`config.mk`:
```
export PLATFORM = sky130hd
export DESIGN_NAME = usbh_regfile
export DESIGN_NICKNAME = d
export VERILOG_FILES = /design/src/rtl/usbh_pkg.sv /design/src/rtl/usbh_port_reg.sv /design/src/rtl/usbh_irq_gen.sv /design/src/rtl/usbh_rd_mux.sv /design/src/rtl/usbh_regfile.sv
export SDC_FILE = /design/constraint.sdc
export NUM_CORES = 1
export LEC_CHECK = 0
export ABC_AREA = 1
export BUFFER_PORTS_ARGS = -buffer_cell sky130_fd_sc_hd__buf_2
export CORE_MARGIN = 10
export CORE_UTILIZATION = 58
export CTS_CLUSTER_DIAMETER = 100
export DETAILED_ROUTE_END_ITERATION = 12
export GPL_TIMING_DRIVEN = 0
export PLACE_DENSITY_LB_ADDON = 0.25
export SLEW_MARGIN = 40
export SYNTH_ARGS = -nofsm -noshare
export SYNTH_HDL_FRONTEND = slang
export SYNTH_SLANG_ARGS = --single-unit
```
`constraint.sdc`:
```
create_clock -name clk -period 2.8 [get_ports clk]
set_clock_uncertainty 0.15 [all_clocks]
set_input_delay 0.84 -clock clk [delete_from_list [all_inputs] [get_ports clk]]
set_output_delay 0.84 -clock clk [all_outputs]
set_load 0.1 [all_outputs]
```
`src/rtl/usbh_pkg.sv`:
```
package usbh_pkg;
  typedef enum logic [1:0] {
    SZ_BYTE  = 2'd0,
    SZ_WORD  = 2'd1,
    SZ_DWORD = 2'd2
  } acc_size_e;

  // word offsets
  localparam logic [4:0] OFS_CMD   = 5'h00;
  localparam logic [4:0] OFS_STS   = 5'h02;
  localparam logic [4:0] OFS_IEN   = 5'h04;
  localparam logic [4:0] OFS_FRN   = 5'h06;
  localparam logic [4:0] OFS_FLB   = 5'h08;
  localparam logic [4:0] OFS_SOF   = 5'h0C;

  // command bits
  localparam int CMD_RUN   = 0;
  localparam int CMD_HRST  = 1;
  localparam int CMD_GRST  = 2;
  localparam int CMD_SUSP  = 3;
  localparam int CMD_FRES  = 4;

  // status bits
  localparam int ST_INT    = 0;
  localparam int ST_ERR    = 1;
  localparam int ST_RES    = 2;
  localparam int ST_SYS    = 3;
  localparam int ST_PROC   = 4;
  localparam int ST_HALT   = 5;
  localparam int ST_W      = 6;

  // port word bits
  localparam int PB_CONN   = 0;
  localparam int PB_CCHG   = 1;
  localparam int PB_EN     = 2;
  localparam int PB_ECHG   = 3;
  localparam int PB_LOWSPD = 8;
  localparam int PB_RESET  = 9;
  localparam logic [15:0] PORT_KEEP  = 16'h01FB;
  localparam logic [15:0] PORT_W1C   = 16'h000A;
  localparam logic [15:0] PORT_RSTV  = 16'h0080;

  localparam logic [15:0] RD_NONE_W  = 16'hFF7F;
  localparam logic [7:0]  SOF_RSTV   = 8'd64;
endpackage

```
`src/rtl/usbh_port_reg.sv`:
```
module usbh_port_reg
  import usbh_pkg::*;
(
  input  logic        clk,
  input  logic        rst_n,
  input  logic        soft_rst,
  input  logic        grst,
  input  logic        wr,
  input  logic [15:0] wdata,
  input  logic        att,
  input  logic        det,
  input  logic        lowspd,
  output logic [15:0] ctrl,
  output logic        present,
  output logic        bus_rst
);
  logic [15:0] ctrl_q, ctrl_d;
  logic        pres_q, pres_d;
  logic        lsd_q, lsd_d;
  logic        brst_q, brst_d;

  always_comb begin
    ctrl_d = ctrl_q;
    pres_d = pres_q;
    lsd_d  = lsd_q;
    if (wr) begin
      ctrl_d = (ctrl_q & PORT_KEEP) | (wdata & ~PORT_KEEP);
      ctrl_d = ctrl_d & ~(wdata & PORT_W1C);
    end
    if (det) begin
      if (ctrl_d[PB_CONN]) begin
        ctrl_d[PB_CONN] = 1'b0;
        ctrl_d[PB_CCHG] = 1'b1;
      end
      if (ctrl_d[PB_EN]) begin
        ctrl_d[PB_EN]   = 1'b0;
        ctrl_d[PB_ECHG] = 1'b1;
      end
      pres_d = 1'b0;
    end
    if (att) begin
      if (pres_q && ctrl_d[PB_EN]) begin
        ctrl_d[PB_EN]   = 1'b0;
        ctrl_d[PB_ECHG] = 1'b1;
      end
      ctrl_d[PB_CONN]   = 1'b1;
      ctrl_d[PB_CCHG]   = 1'b1;
      ctrl_d[PB_LOWSPD] = lowspd;
      pres_d = 1'b1;
      lsd_d  = lowspd;
    end
    if (soft_rst) begin
      ctrl_d = PORT_RSTV;
      if (pres_d) begin
        ctrl_d[PB_CONN]   = 1'b1;
        ctrl_d[PB_CCHG]   = 1'b1;
        ctrl_d[PB_LOWSPD] = lsd_d;
      end
    end
    brst_d = pres_q && (grst || (wr && wdata[PB_RESET] && !ctrl_q[PB_RESET]));
  end

  always_ff @(posedge clk or negedge rst_n) begin
    if (!rst_n) begin
      ctrl_q <= PORT_RSTV;
      pres_q <= 1'b0;
      lsd_q  <= 1'b0;
      brst_q <= 1'b0;
    end else begin
      ctrl_q <= ctrl_d;
      pres_q <= pres_d;
      lsd_q  <= lsd_d;
      brst_q <= brst_d;
    end
  end

  assign ctrl    = ctrl_q;
  assign present = pres_q;
  assign bus_rst = brst_q;
endmodule

```
`src/rtl/usbh_irq_gen.sv`:
```
module usbh_irq_gen
  import usbh_pkg::*;
(
  input  logic [ST_W-1:0] status,
  input  logic [1:0]      cause,
  input  logic [3:0]      ien,
  output logic            irq
);
  always_comb begin
    irq = (cause[0] & ien[2]) | (cause[1] & ien[3])
        | (status[ST_ERR] & ien[0]) | (status[ST_RES] & ien[1])
        | status[ST_SYS] | status[ST_PROC];
  end
endmodule

```
`src/rtl/usbh_rd_mux.sv`:
```
module usbh_rd_mux
  import usbh_pkg::*;
#(
  parameter int NPORTS = 2,
  parameter int FRW    = 11
) (
  input  logic [1:0]              acc_size,
  input  logic [4:0]              addr,
  input  logic [15:0]             cmd,
  input  logic [ST_W-1:0]         status,
  input  logic [15:0]             ien,
  input  logic [FRW-1:0]          frn,
  input  logic [31:0]             flb,
  input  logic [7:0]              sof,
  input  logic [NPORTS-1:0][15:0] ports,
  output logic [31:0]             rdata
);
  logic [2:0] pidx;
  assign pidx = addr[3:1];

  always_comb begin
    rdata = 32'hFFFF_FFFF;
    case (acc_size)
      SZ_BYTE: rdata = (addr == OFS_SOF) ? {24'd0, sof} : 32'h0000_00FF;
      SZ_WORD: begin
        rdata = {16'd0, RD_NONE_W};
        if (addr[4]) begin
          for (int i = 0; i < NPORTS; i++)
            if (pidx == 3'(i)) rdata = {16'd0, ports[i]};
        end else begin
          case (addr)
            OFS_CMD: rdata = {16'd0, cmd};
            OFS_STS: rdata = {{(32-ST_W){1'b0}}, status};
            OFS_IEN: rdata = {16'd0, ien};
            OFS_FRN: rdata = {{(32-FRW){1'b0}}, frn};
            default: ;
          endcase
        end
      end
      SZ_DWORD: if (addr == OFS_FLB) rdata = flb;
      default: ;
    endcase
  end
endmodule

```
`src/rtl/usbh_regfile.sv`:
```
module usbh_regfile
  import usbh_pkg::*;
#(
  parameter int NPORTS    = 2,
  parameter int FRW       = 11,
  parameter int FLB_ALIGN = 12
) (
  input  logic              clk,
  input  logic              rst_n,
  input  logic              wr_en,
  input  logic [1:0]        acc_size,
  input  logic [4:0]        addr,
  input  logic [31:0]       wdata,
  output logic [31:0]       rdata,
  input  logic              frm_tick,
  input  logic [1:0]        frm_cause,
  input  logic [2:0]        err_in,
  input  logic [NPORTS-1:0] att_evt,
  input  logic [NPORTS-1:0] det_evt,
  input  logic [NPORTS-1:0] att_lowspd,
  output logic              irq,
  output logic              hc_running,
  output logic              run_start,
  output logic              hc_rst,
  output logic [NPORTS-1:0] bus_rst
);
  localparam logic [31:0] FLB_MASK = ~((32'd1 << FLB_ALIGN) - 32'd1);

  logic [15:0]     cmd_q, cmd_d;
  logic [ST_W-1:0] status_q, st_d;
  logic [1:0]      cause_q, cause_d;
  logic [15:0]     ie_q, ie_d;
  logic [FRW-1:0]  fr_q, fr_d;
  logic [31:0]     flb_q, flb_d;
  logic [7:0]      sof_q, sof_d;
  logic            rs_pulse_q, rs_pulse_d;
  logic            hr_pulse_q;

  logic w_word, w_cmd, soft_rst, grst, resume_evt;
  logic [NPORTS-1:0][15:0] port_ctrl;
  logic [NPORTS-1:0]       dev_present;

  assign w_word     = wr_en && (acc_size == SZ_WORD);
  assign w_cmd      = w_word && (addr == OFS_CMD);
  assign soft_rst   = w_cmd && (wdata[CMD_HRST] || wdata[CMD_GRST]);
  assign grst       = w_cmd && wdata[CMD_GRST];
  assign resume_evt = (|(att_evt | det_evt)) && cmd_q[CMD_SUSP];

  always_comb begin
    cmd_d   = cmd_q;
    st_d    = status_q;
    cause_d = cause_q;
    ie_d    = ie_q;
    fr_d    = fr_q;
    flb_d   = flb_q;
    sof_d   = sof_q;
    if (w_cmd) begin
      if (wdata[CMD_RUN] && !cmd_q[CMD_RUN]) st_d[ST_HALT] = 1'b0;
      else if (!wdata[CMD_RUN])              st_d[ST_HALT] = 1'b1;
      cmd_d = wdata[15:0];
    end
    if (w_word && addr == OFS_STS) begin
      st_d = st_d & ~wdata[ST_W-1:0];
      if (wdata[ST_INT]) cause_d = 2'b00;
    end
    if (w_word && addr == OFS_IEN) ie_d = wdata[15:0];
    if (w_word && addr == OFS_FRN && status_q[ST_HALT]) fr_d = wdata[FRW-1:0];
    if (wr_en && acc_size == SZ_DWORD && addr == OFS_FLB) flb_d = wdata & FLB_MASK;
    if (wr_en && acc_size == SZ_BYTE && addr == OFS_SOF) sof_d = wdata[7:0];
    if (frm_tick) begin
      if (cmd_q[CMD_RUN]) begin
        fr_d = fr_q + 1'b1;
        if (frm_cause != 2'b00) begin
          cause_d      = cause_d | frm_cause;
          st_d[ST_INT] = 1'b1;
        end
      end else begin
        st_d[ST_HALT] = 1'b1;
      end
    end
    if (err_in[0]) st_d[ST_ERR]  = 1'b1;
    if (err_in[1]) st_d[ST_SYS]  = 1'b1;
    if (err_in[2]) st_d[ST_PROC] = 1'b1;
    if (resume_evt) begin
      cmd_d[CMD_FRES] = 1'b1;
      st_d[ST_RES]    = 1'b1;
    end
    if (soft_rst) begin
      cmd_d   = '0;
      st_d    = '0;
      cause_d = '0;
      ie_d    = '0;
      flb_d   = '0;
      sof_d   = SOF_RSTV;
    end
    rs_pulse_d = w_cmd && wdata[CMD_RUN] && !cmd_q[CMD_RUN] && !soft_rst;
  end

  always_ff @(posedge clk or negedge rst_n) begin
    if (!rst_n) begin
      cmd_q      <= '0;
      status_q   <= '0;
      cause_q    <= '0;
      ie_q       <= '0;
      fr_q       <= '0;
      flb_q      <= '0;
      sof_q      <= SOF_RSTV;
      rs_pulse_q <= 1'b0;
      hr_pulse_q <= 1'b0;
    end else begin
      cmd_q      <= cmd_d;
      status_q   <= st_d;
      cause_q    <= cause_d;
      ie_q       <= ie_d;
      fr_q       <= fr_d;
      flb_q      <= flb_d;
      sof_q      <= sof_d;
      rs_pulse_q <= rs_pulse_d;
      hr_pulse_q <= soft_rst;
    end
  end

  for (genvar i = 0; i < NPORTS; i++) begin : g_port
    usbh_port_reg u_port (
      .clk      (clk),
      .rst_n    (rst_n),
      .soft_rst (soft_rst),
      .grst     (grst),
      .wr       (w_word && addr[4] && (addr[3:1] == 3'(i))),
      .wdata    (wdata[15:0]),
      .att      (att_evt[i]),
      .det      (det_evt[i]),
      .lowspd   (att_lowspd[i]),
      .ctrl     (port_ctrl[i]),
      .present  (dev_present[i]),
      .bus_rst  (bus_rst[i])
    );
  end

  usbh_irq_gen u_irq (
    .status (status_q),
    .cause  (cause_q),
    .ien    (ie_q[3:0]),
    .irq    (irq)
  );

  usbh_rd_mux #(.NPORTS(NPORTS), .FRW(FRW)) u_rd (
    .acc_size (acc_size),
    .addr     (addr),
    .cmd      (cmd_q),
    .status   (status_q),
    .ien      (ie_q),
    .frn      (fr_q),
    .flb      (flb_q),
    .sof      (sof_q),
    .ports    (port_ctrl),
    .rdata    (rdata)
  );

  assign hc_running = cmd_q[CMD_RUN];
  assign run_start  = rs_pulse_q;
  assign hc_rst     = hr_pulse_q;
endmodule

```
==> metrics.yaml, run 1 <==
worst_setup_path:
  path_cells: "buf_8 > nor2_4 > nand2_4 > buf_4 > nor2_8 > buf_6 > nand2_1 > nand2_2 > o21ai_4 > nand2_8 > buf_12"
  cp.arrival_ns: 2.22
  r2r_start: "cmd_q[0]$_DFFE_PN0P_"
  cp.required_ns: 1.81
  crit_buf_inv: 4
  slowest_stage: "nor2_8"
  endpoint_kind: "primary output"
  startpoint: "addr[0]"
  crit_fanout: 6
  max_stage_delay_ns: 0.17
  path_delay_family: "simple AND/OR/NAND/NOR gates"
  worst_setup_path_start_kind: "input pin"
  path_class: "input pin to primary output"
synth:
  netlist_area_sq_um: 6180
  synthTopCellsByArea: "dfrtp_1 (45%), nand2_1 (15%), nand3_1 (6.3%)"
  syn_avg_cell_area_sq_um: 7.55
  netlist.area_leader.share_pct: 44.5
  synth.distinct_cells: 36
  synth-seq-cells: 112
  yosysSeqAreaShare_pct: 45.4
  syn_nets: 874
  synth_cells: 819
  ys.warnings.count: 0
  synth_top_area_cell: "dfrtp_1"
layout:
  insertedDiodeCount: 0
  areaGrowthSynthToFinish_pct: 39.1
  drive_above_1_share_pct: 33.6
  fin_nets: 1005
  fin_util_pct: 82.9
  fill_cells: 598
  final_common_cell: "nand2_1"
  layout_common_cells: "nand2_1 (208), dfrtp_1 (110), inv_1 (85), nand3_1 (66), buf_2 (56)"
  seq_area_sq_um: 2810
  multiInputGateArea_sq_um: 3330
timing:
  timing.hold.ws_ns: 0.151
  setup-tns-final_ns: -11.08
  period_minus_slack_ns: 3.21
  setup_ws_ns: -0.411
  tightest_slew_ns: 0.617
  clock.fmax_mhz: 311
  relSlewSlack_pct: 58.8
  finalHoldViolCount: 0
  post-route-period-util_pct: 115
  maxSlewViolCount: 0
  setup_viol: 32
  grt_setup_unrepaired: "true"
floorplanning:
  die-area_sq_um: 15200
  io_pins: 92
  core.rowCount: 37
  die_w_microns: 123
  core-area_sq_um: 10400
  initial_core_util_pct: 59.6
  die_y_microns: 123
grt:
  busiest_layer: "met2"
  grt_pass1_wl_microns: 32000
  grt_util_met3_pct: 5.79
  gr-usage-all-layers_pct: 26.8
  grt_overflow: 0
  grt_pass1_vias: 6332
  grt_max_degree: 74
  grt_antenna_before_repair: 0
  grt_util_met2_pct: 43.4
  grt_use_met1_pct: 33.8
routing:
  via_count: 6703
  wire_per_inst_microns: 21.1
  finalWirelength_microns: 22900
  drc: 0
  ant_nets: 0
  dr.pass1.iters: 6
  vias_per_cell: 6.16
  drtIter0Drc: 836
status:
  status: "finished with violations"
  failed_checks: "negative setup slack"
placement:
  routabilityCongestion: 0.954
  dp_hpwl_microns: 13900
  io_buffer_count: 90
clock_network:
  cts_buffer_depth: 2
  cts-hold-fix-buffers: 0
  clk_latency_ns: 0.39
  path_clk_slew_ns: 0.12
  cts_tree: "yes"
  h-tree-depth: 3
  cts_buffers: 9
  root_buffer: "clkbuf_8"
  clock_sinks: 112
power_and_ir_drop:
  ir_drop_v: 0.000401
  power.density_nw_per_um2: 528
  total_power_w: 0.00454
  total_leakage_power_nw: 4.24
flow_run:
  maxCapViolations: 0
min_path:
  hold_path.class: "input pin to asynchronous set/reset pin"
==> routing by layer <==
metal  vias to the layer above  wire, microns
met5                         -              0
met2                       448          11000
met4                         0           1240
met3                       129           2320
li1                       2894              -
met1                      3232           8400
==> worst register-to-register path: stages (launching register included) <==
cell and delay, ns:
dfrtp_1 0.49, nand2_1 0.15, inv_1 0.17, clkbuf_1 0.41, o21ai_0 0.17, a21oi_1 0.19
==> cell type report <==
class | count | area share (%)
inverter | 107 | 5.17
clock buffer | 12 | 1.92
tap | 136 | 1.98
multi-input combinational | 565 | 38.7
sequential | 112 | 32.6
buffer | 34 | 4.05
clock inverter | 2 | 0.451
timing repair buffer | 121 | 15.1
==> power by group <==
group	total (W)	switching, W	leakage (nW)	internal, W
Sequential	0.00212	0.000242	1.38	0.00188
Clock	0.00106	0.000575	0.105	0.000480
Combinational	0.00136	0.000886	2.76	0.000474
Total	0.00454	0.00170	4.24	0.00284
==> through the flow <==
| stage | std cells | instance area, sq um | worst slack, ns |
|---|---|---|---|
| after floorplan | 819 | 6540 | -0.377 |
| after global placement | 1045 | 7160 | -0.931 |
| after detailed placement | 1046 | 7200 | -0.896 |
| after CTS | 1077 | 8090 | -0.395 |
| after global routing | 1089 | 8600 | -0.422 |
| final | 1089 | 8600 | -0.411 |
==> flip-flops by register name (all words and copies together), names as in the netlist <==
register               count
cause_q                    2
ie_q                      16
g_port.u_port.lsd_q        2
g_port.u_port.bus_rst      2
hc_rst                     1
flb_q                     20
g_port.u_port.present      2
g_port.u_port.ctrl        25
status_q                   6
cmd_q                     16
sof_q                      8
run_start                  1
fr_q                      11
==> logic make-up after synthesis <==
kind of cell               after synthesis  synth area share [%]
AOI/OAI and AO/OA                      160                  14.6
buffers and inverters                  142                  11.3
adders and majority gates                1                 0.202
and+or+nand+nor                        404                  28.5
DFF                                    112                  45.4
==> timing repair <==
action,CTS,global route
setup buffers,17,10
endpoints found under the setup margin,32,32
cloned,0,3
pin swaps,20,28
gates resized for setup,160,106
==> Yosys cell counts, drive strengths merged <==
cell / instances
a211oi: 1
a21boi: 2
a21oi: 36
buf: 30
clkbuf: 5
clkinv: 1
dfrtp: 110
dfstp: 2
ha: 1
inv: 106
nand2: 261
nand3: 80
nand4: 10
nor2: 47
nor3: 4
nor3b: 1
o211ai: 1
o21ai: 104
o21bai: 2
o22ai: 6
o31ai: 8
or2: 1
==> path summary, 6_finish.rpt <==
| path | end | cells past startpoint | slack [ns] |
|---|---|---|---|
| worst max-delay path | rdata[4] | 11 | -0.41 |
| worst min-delay path | cmd_q[6]$_DFFE_PN0P_ | 1 | 0.15 |
| worst max register to register | status_q[0]$_DFF_PN0_ | 5 | 1.00 |
| worst min register to register | g_port[1].u_port.lsd_q$_DFF_PN0_ | 2 | 0.34 |
| max in group asynchronous | g_port[0].u_port.ctrl[1]$_DFF_PN0_ | 2 | 1.66 |
| min in group clk | g_port[1].u_port.lsd_q$_DFF_PN0_ | 2 | 0.34 |
(Power assumes the default switching activity.)
==> run 2, diff against run 1 <==
--- a/config.mk
+++ b/config.mk
@@ -13,6 +13,7 @@
 export DETAILED_ROUTE_END_ITERATION = 12
 export GPL_TIMING_DRIVEN = 0
 export PLACE_DENSITY_LB_ADDON = 0.25
+export SETUP_SLACK_MARGIN = 0.3
 export SLEW_MARGIN = 40
 export SYNTH_ARGS = -nofsm -noshare
 export SYNTH_HDL_FRONTEND = slang
==> run 2 against run 1 <==
The run still ends with negative setup slack left. Utilization down 0.45 points. Hold slack better by 0.024 ns. Clock power grew 25%. Die area stayed put. Routed wire length shrank 0.17%. Non-clock buffer count fell by 4. First-iteration DRC count up 2.2%. Highest routed layer unchanged. Clock-buffer cell count is 2 lower. Largest cell class unchanged. Combinational power hardly changed. Critical path depth down 1. Sequential share of layout area grew 0.18 points. Power grew 6.0%.
==> metrics.yaml, run 2 (synthesized netlist as in run 1, its figures left out) <==
status:
  status: "finished with violations"
  failed_checks: "negative setup slack"
flow_run:
  maxCapViolations: 0
timing:
  tightest_slew_ns: 0.597
  setup_viol: 32
  period_minus_slack_ns: 3.23
  setup_ws_ns: -0.431
  maxSlewViolCount: 0
  finalHoldViolCount: 0
  clock.fmax_mhz: 310
  grt_setup_unrepaired: "true"
  relSlewSlack_pct: 60.1
  post-route-period-util_pct: 115
grt:
  grt_max_degree: 59
  grt_pass1_wl_microns: 32600
  gr-usage-all-layers_pct: 27.5
  grt_pass1_vias: 6325
  grt_overflow: 0
  grt_antenna_before_repair: 1
layout:
  fin_util_pct: 82.5
  layout_common_cells: "nand2_1 (214), dfrtp_1 (110), inv_1 (85), nand3_1 (69), buf_2 (55)"
  seq_area_sq_um: 2810
  areaGrowthSynthToFinish_pct: 38.3
  fin_nets: 1001
  multiInputGateArea_sq_um: 3260
  final_common_cell: "nand2_1"
  drive_above_1_share_pct: 31.8
  finalInstanceArea_sq_um: 8550
  fill_cells: 609
  largest_reg_flops: 25
worst_setup_path:
  max_stage_delay_ns: 0.21
  startpoint: "addr[2]"
  endpoint_kind: "primary output"
  cp.arrival_ns: 2.24
  critical_path.most_common_cell: "nor2_1"
  path_class: "input pin to primary output"
  crit_buf_inv: 3
  worst_setup_path_start_kind: "input pin"
  r2r_slack_ns: 0.94
  path_delay_family: "simple AND/OR/NAND/NOR gates"
  r2r_start: "cmd_q[0]$_DFFE_PN0P_"
  crit_fanout: 5
  path_cells: "clkbuf_4 > inv_2 > nor2_1 > nand3_1 > nor2_1 > nor2_1 > nand2_1 > nand2_2 > nand2_8 > buf_12"
  slowest_stage: "nand3_1"
  cp.required_ns: 1.81
floorplanning:
  io_pins: 92
  core-area_sq_um: 10400
  die_w_microns: 123
  initial_core_util_pct: 59.6
  die-area_sq_um: 15200
  die_y_microns: 123
  core.rowCount: 37
clock_network:
  cts_tree: "yes"
  clock_sinks: 112
  root_buffer: "clkbuf_8"
  cts_buffer_depth: 2
  clk_latency_ns: 0.40
  path_clk_slew_ns: 0.11
  cts_buffers: 9
  h-tree-depth: 3
placement:
  dp_hpwl_microns: 14400
  io_buffer_count: 90
  routabilityCongestion: 0.982
  post_dp_cell_area_sq_um: 7200
  pre_cts_ws_ns: -0.915
routing:
  finalWirelength_microns: 22900
  via_count: 6545
  ant_nets: 0
  drc: 0
  vias_per_cell: 6.02
  drtIter0Drc: 854
  wire_per_inst_microns: 21.0
  dr.pass1.iters: 5
power_and_ir_drop:
  total_leakage_power_nw: 4.22
  power.density_nw_per_um2: 563
  total_power_w: 0.00481
  ir_drop_v: 0.000430
min_path:
  hold_path.class: "input pin to asynchronous set/reset pin"
==> run 2: final timing paths <==
path                                                     to  cells past startpoint
min in group clk           g_port[1].u_port.lsd_q$_DFF_PN0_                      2
hold reg to reg            g_port[1].u_port.lsd_q$_DFF_PN0_                      2
hold / removal                            fr_q[4]$_DFF_PN0_                      1
setup reg to reg                      status_q[0]$_DFF_PN0_                      5
setup / recovery                                   rdata[2]                     10
max in group asynchronous              sof_q[6]$_DFFE_PN1P_                      2
==> run 2: area by class of cell <==
class | instances | share of cell area [%]
antenna | 1 | 0.0293
buffer | 35 | 4.20
clock buffer | 10 | 1.61
clock inverter | 6 | 1.61
inverter | 107 | 5.22
multi-input combinational | 565 | 38.1
sequential | 112 | 32.8
tap | 136 | 1.99
timing repair buffer | 116 | 14.5
==> run 2: where the power goes <==
group / leakage, nW / total [W] / switching (W) / internal (W)
registers: 1.38 / 0.00212 / 0.000238 / 0.00188
logic: 2.70 / 0.00136 / 0.000892 / 0.000471
clock network: 0.137 / 0.00133 / 0.000615 / 0.000714
total: 4.22 / 0.00481 / 0.00174 / 0.00307
==> run 2: timing repair <==
| item | 4_1_cts | 5_1_grt |
|---|---|---|
| endpoints found under the setup margin | 32 | 33 |
| resized for setup | 133 | 97 |
| gates cloned | 0 | 2 |
| setup buffers | 12 | 11 |
| pin swaps | 13 | 11 |
| hold buffers | 0 | 0 |
| hold endpoints to repair | 0 | 0 |
==> run 2: per-layer routing <==
metal | vias to the layer above | global-route usage (%) | wire length [microns]
li1 | 2888 | - | -
met1 | 3176 | 33.7 | 8640
met2 | 393 | 45.9 | 11300
met3 | 88 | 5.88 | 1900
met4 | 0 | 11.9 | 1100
met5 | - | 0 | 0
==> run 2: stage by stage <==
| step | cells | hold slack (ns) | setup TNS (ns) |
|---|---|---|---|
| after floorplan | 819 | 0.288 | -5.70 |
| after global routing | 1088 | 0.211 | -12.86 |
| after CTS | 1074 | 0.207 | -11.43 |
| after global placement | 1045 | 0.302 | -74.30 |
| after detailed placement | 1046 | 0.314 | -20.54 |
| final | 1088 | 0.174 | -11.65 |
==> run 3, diff against run 2 <==
--- a/config.mk
+++ b/config.mk
@@ -13,6 +13,7 @@
 export DETAILED_ROUTE_END_ITERATION = 12
 export GPL_TIMING_DRIVEN = 0
 export PLACE_DENSITY_LB_ADDON = 0.25
+export RECOVER_POWER = 100
 export SETUP_SLACK_MARGIN = 0.3
 export SLEW_MARGIN = 40
 export SYNTH_ARGS = -nofsm -noshare
==> run 3 against run 2 <==
The flow still finishes with violations (negative setup slack). Non-clock buffer count is the same. Routed wire length grew 0.26%. Sequential share of layout area rose by 0.13 points. Cell area down 0.38%. Critical path depth unchanged. First-iteration DRC count is 5.2% lower. Register-to-register slack lost 0.02 ns. Combinational power is essentially flat. Die area stayed put. Worst setup slack improved by 0.0084 ns. Hold slack better by 0.16 ns. Clock power about the same. Largest cell class unchanged.
==> metrics.yaml, run 3 (synthesized netlist as in run 1, its figures left out) <==
worst_setup_path:
  worstReg2RegEnd: "fr_q[4]$_DFF_PN0_"
  cp.arrival_ns: 2.23
  startpoint: "addr[2]"
  r2r_start: "cmd_q[0]$_DFFE_PN0P_"
  path_cells: "clkbuf_4 > inv_2 > nor2_1 > nand3_1 > nor2_1 > nor2_1 > nand2_1 > nand2_2 > nand2_8 > buf_12"
  max_stage_delay_ns: 0.20
  reg2regPathDepth: 5
  endpoint_kind: "primary output"
  path_class: "input pin to primary output"
  worst_setup_path_start_kind: "input pin"
  slowest_stage: "clkbuf_4"
  critical_path.most_common_cell: "nor2_1"
  path_delay_family: "simple AND/OR/NAND/NOR gates"
  r2r_slack_ns: 0.92
  crit_fanout: 5
  crit_buf_inv: 3
  cp.required_ns: 1.81
power_and_ir_drop:
  sequentialPowerShare_pct: 44.1
  p_sw_w: 0.00175
  total_power_w: 0.00481
  comb_power_share_pct: 28.2
  swShare_pct: 36.4
  internal_power_w: 0.00306
  ir_drop_v: 0.000430
  power_frac_clock_pct: 27.8
  total_leakage_power_nw: 4.21
  power.density_nw_per_um2: 565
placement:
  pre_cts_ws_ns: -0.915
  io_buffer_count: 90
  dp_hpwl_microns: 14400
  routabilityCongestion: 0.982
timing:
  period_minus_slack_ns: 3.22
  grt_setup_unrepaired: "true"
  maxSlewViolCount: 0
  setup_ws_ns: -0.422
  timing.hold.ws_ns: 0.336
  post-route-period-util_pct: 115
  finalHoldViolCount: 0
  relSlewSlack_pct: 6.76
  clock.fmax_mhz: 310
  setup_viol: 32
  tightest_slew_ns: 1.40
layout:
  multiInputGateArea_sq_um: 3260
  largest_reg_flops: 25
  fin_util_pct: 82.2
  drive_above_1_share_pct: 31.5
  final_common_cell: "nand2_1"
  layout_common_cells: "nand2_1 (214), dfrtp_1 (110), inv_1 (85), nand3_1 (69), buf_2 (53)"
  fill_cells: 613
  fin_nets: 1001
  areaGrowthSynthToFinish_pct: 37.8
  seq_area_sq_um: 2810
floorplanning:
  die-area_sq_um: 15200
  io_pins: 92
  core.rowCount: 37
  core-area_sq_um: 10400
  die_y_microns: 123
  die_w_microns: 123
  initial_core_util_pct: 59.6
routing:
  wire_per_inst_microns: 21.1
  ant_nets: 0
  via_count: 6555
  dr.pass1.iters: 5
  finalWirelength_microns: 23000
  drc: 0
  drtIter0Drc: 810
  vias_per_cell: 6.02
grt:
  grt_overflow: 0
  grt_pass1_wl_microns: 32600
  gr-usage-all-layers_pct: 27.5
  grt_antenna_before_repair: 1
  grt_pass1_vias: 6325
  grt_max_degree: 59
clock_network:
  cts-hold-fix-buffers: 0
  cts_buffer_depth: 2
  clock_sinks: 112
  h-tree-depth: 3
  cts_tree: "yes"
  path_clk_slew_ns: 0.10
  cts_buffers: 9
  root_buffer: "clkbuf_8"
  clk_latency_ns: 0.40
status:
  failed_checks: "negative setup slack"
  status: "finished with violations"
min_path:
  worstHoldStart: "g_port[1].u_port.lsd_q$_DFF_PN0_"
  holdPathStages: 2
  hold_path.class: "register to register"
  hold_end: "g_port[1].u_port.lsd_q$_DFF_PN0_"
flow_run:
  maxCapViolations: 0
## run 3: layout make-up
type / count / share of cell area [%]
flip-flops and latches: 112 / 32.9
diodes: 1 / 0.0294
inverters: 107 / 5.24
well taps: 136 / 2.00
multi-input cells: 565 / 38.2
repair buffers: 116 / 14.1
clock inverters: 6 / 1.62
clock buffers: 10 / 1.62
plain buffers: 35 / 4.22
## run 3: worst max path at each step
stage / endpoint / slack [ns] / cells past startpoint
2_1_floorplan: rdata[18] / -0.38 / 6
3_3_place_gp: rdata[1] / -0.88 / 11
3_5_place_dp: rdata[1] / -0.92 / 11
4_1_cts: rdata[2] / -0.43 / 11
5_1_grt: rdata[4] / -0.46 / 11
6_report: rdata[2] / -0.42 / 10
## run 3: worst reg2reg max path, stage by stage (launching register included)
cell and delay, ns:
dfrtp_1 0.49, nand2_1 0.14, inv_1 0.18, clkbuf_1 0.48, o21ai_0 0.20, o22ai_1 0.18
## run 3: power by group through the flow
| stage | logic (W) | clock network [W] | registers [W] |
|---|---|---|---|
| final | 0.00136 | 0.00134 | 0.00212 |
| after global routing | 0.00146 | 0.00138 | 0.00215 |
| after CTS | 0.00122 | 0.00131 | 0.00209 |
| after detailed placement | 0.00111 | 0 | 0.00212 |
| after global placement | 0.00105 | 0 | 0.00211 |
| after floorplan | 0.000848 | 0 | 0.00206 |
## run 3: what timing repair did
| item | CTS | global route |
|---|---|---|
| cloned | 0 | 2 |
| pin swaps | 13 | 11 |
| gates resized for setup | 133 | 97 |
| setup buffers | 12 | 11 |
| setup endpoints to repair | 32 | 33 |
## run 3: stage by stage
step	std cells	instance area (sq um)	setup TNS [ns]
final	1088	8520	-11.71
after global routing	1088	8520	-12.88
after floorplan	819	6540	-5.70
after detailed placement	1046	7200	-20.54
after CTS	1074	8050	-11.43
after global placement	1045	7160	-74.30
## run 3: per-layer routing
metal | routed length [microns] | GRT usage, % | vias to the layer above
met1 | 8400 | 33.7 | 3131
met4 | 1150 | 11.9 | 0
met2 | 11200 | 45.9 | 442
met5 | 0 | 0 | -
met3 | 2190 | 5.88 | 99
li1 | - | - | 2883
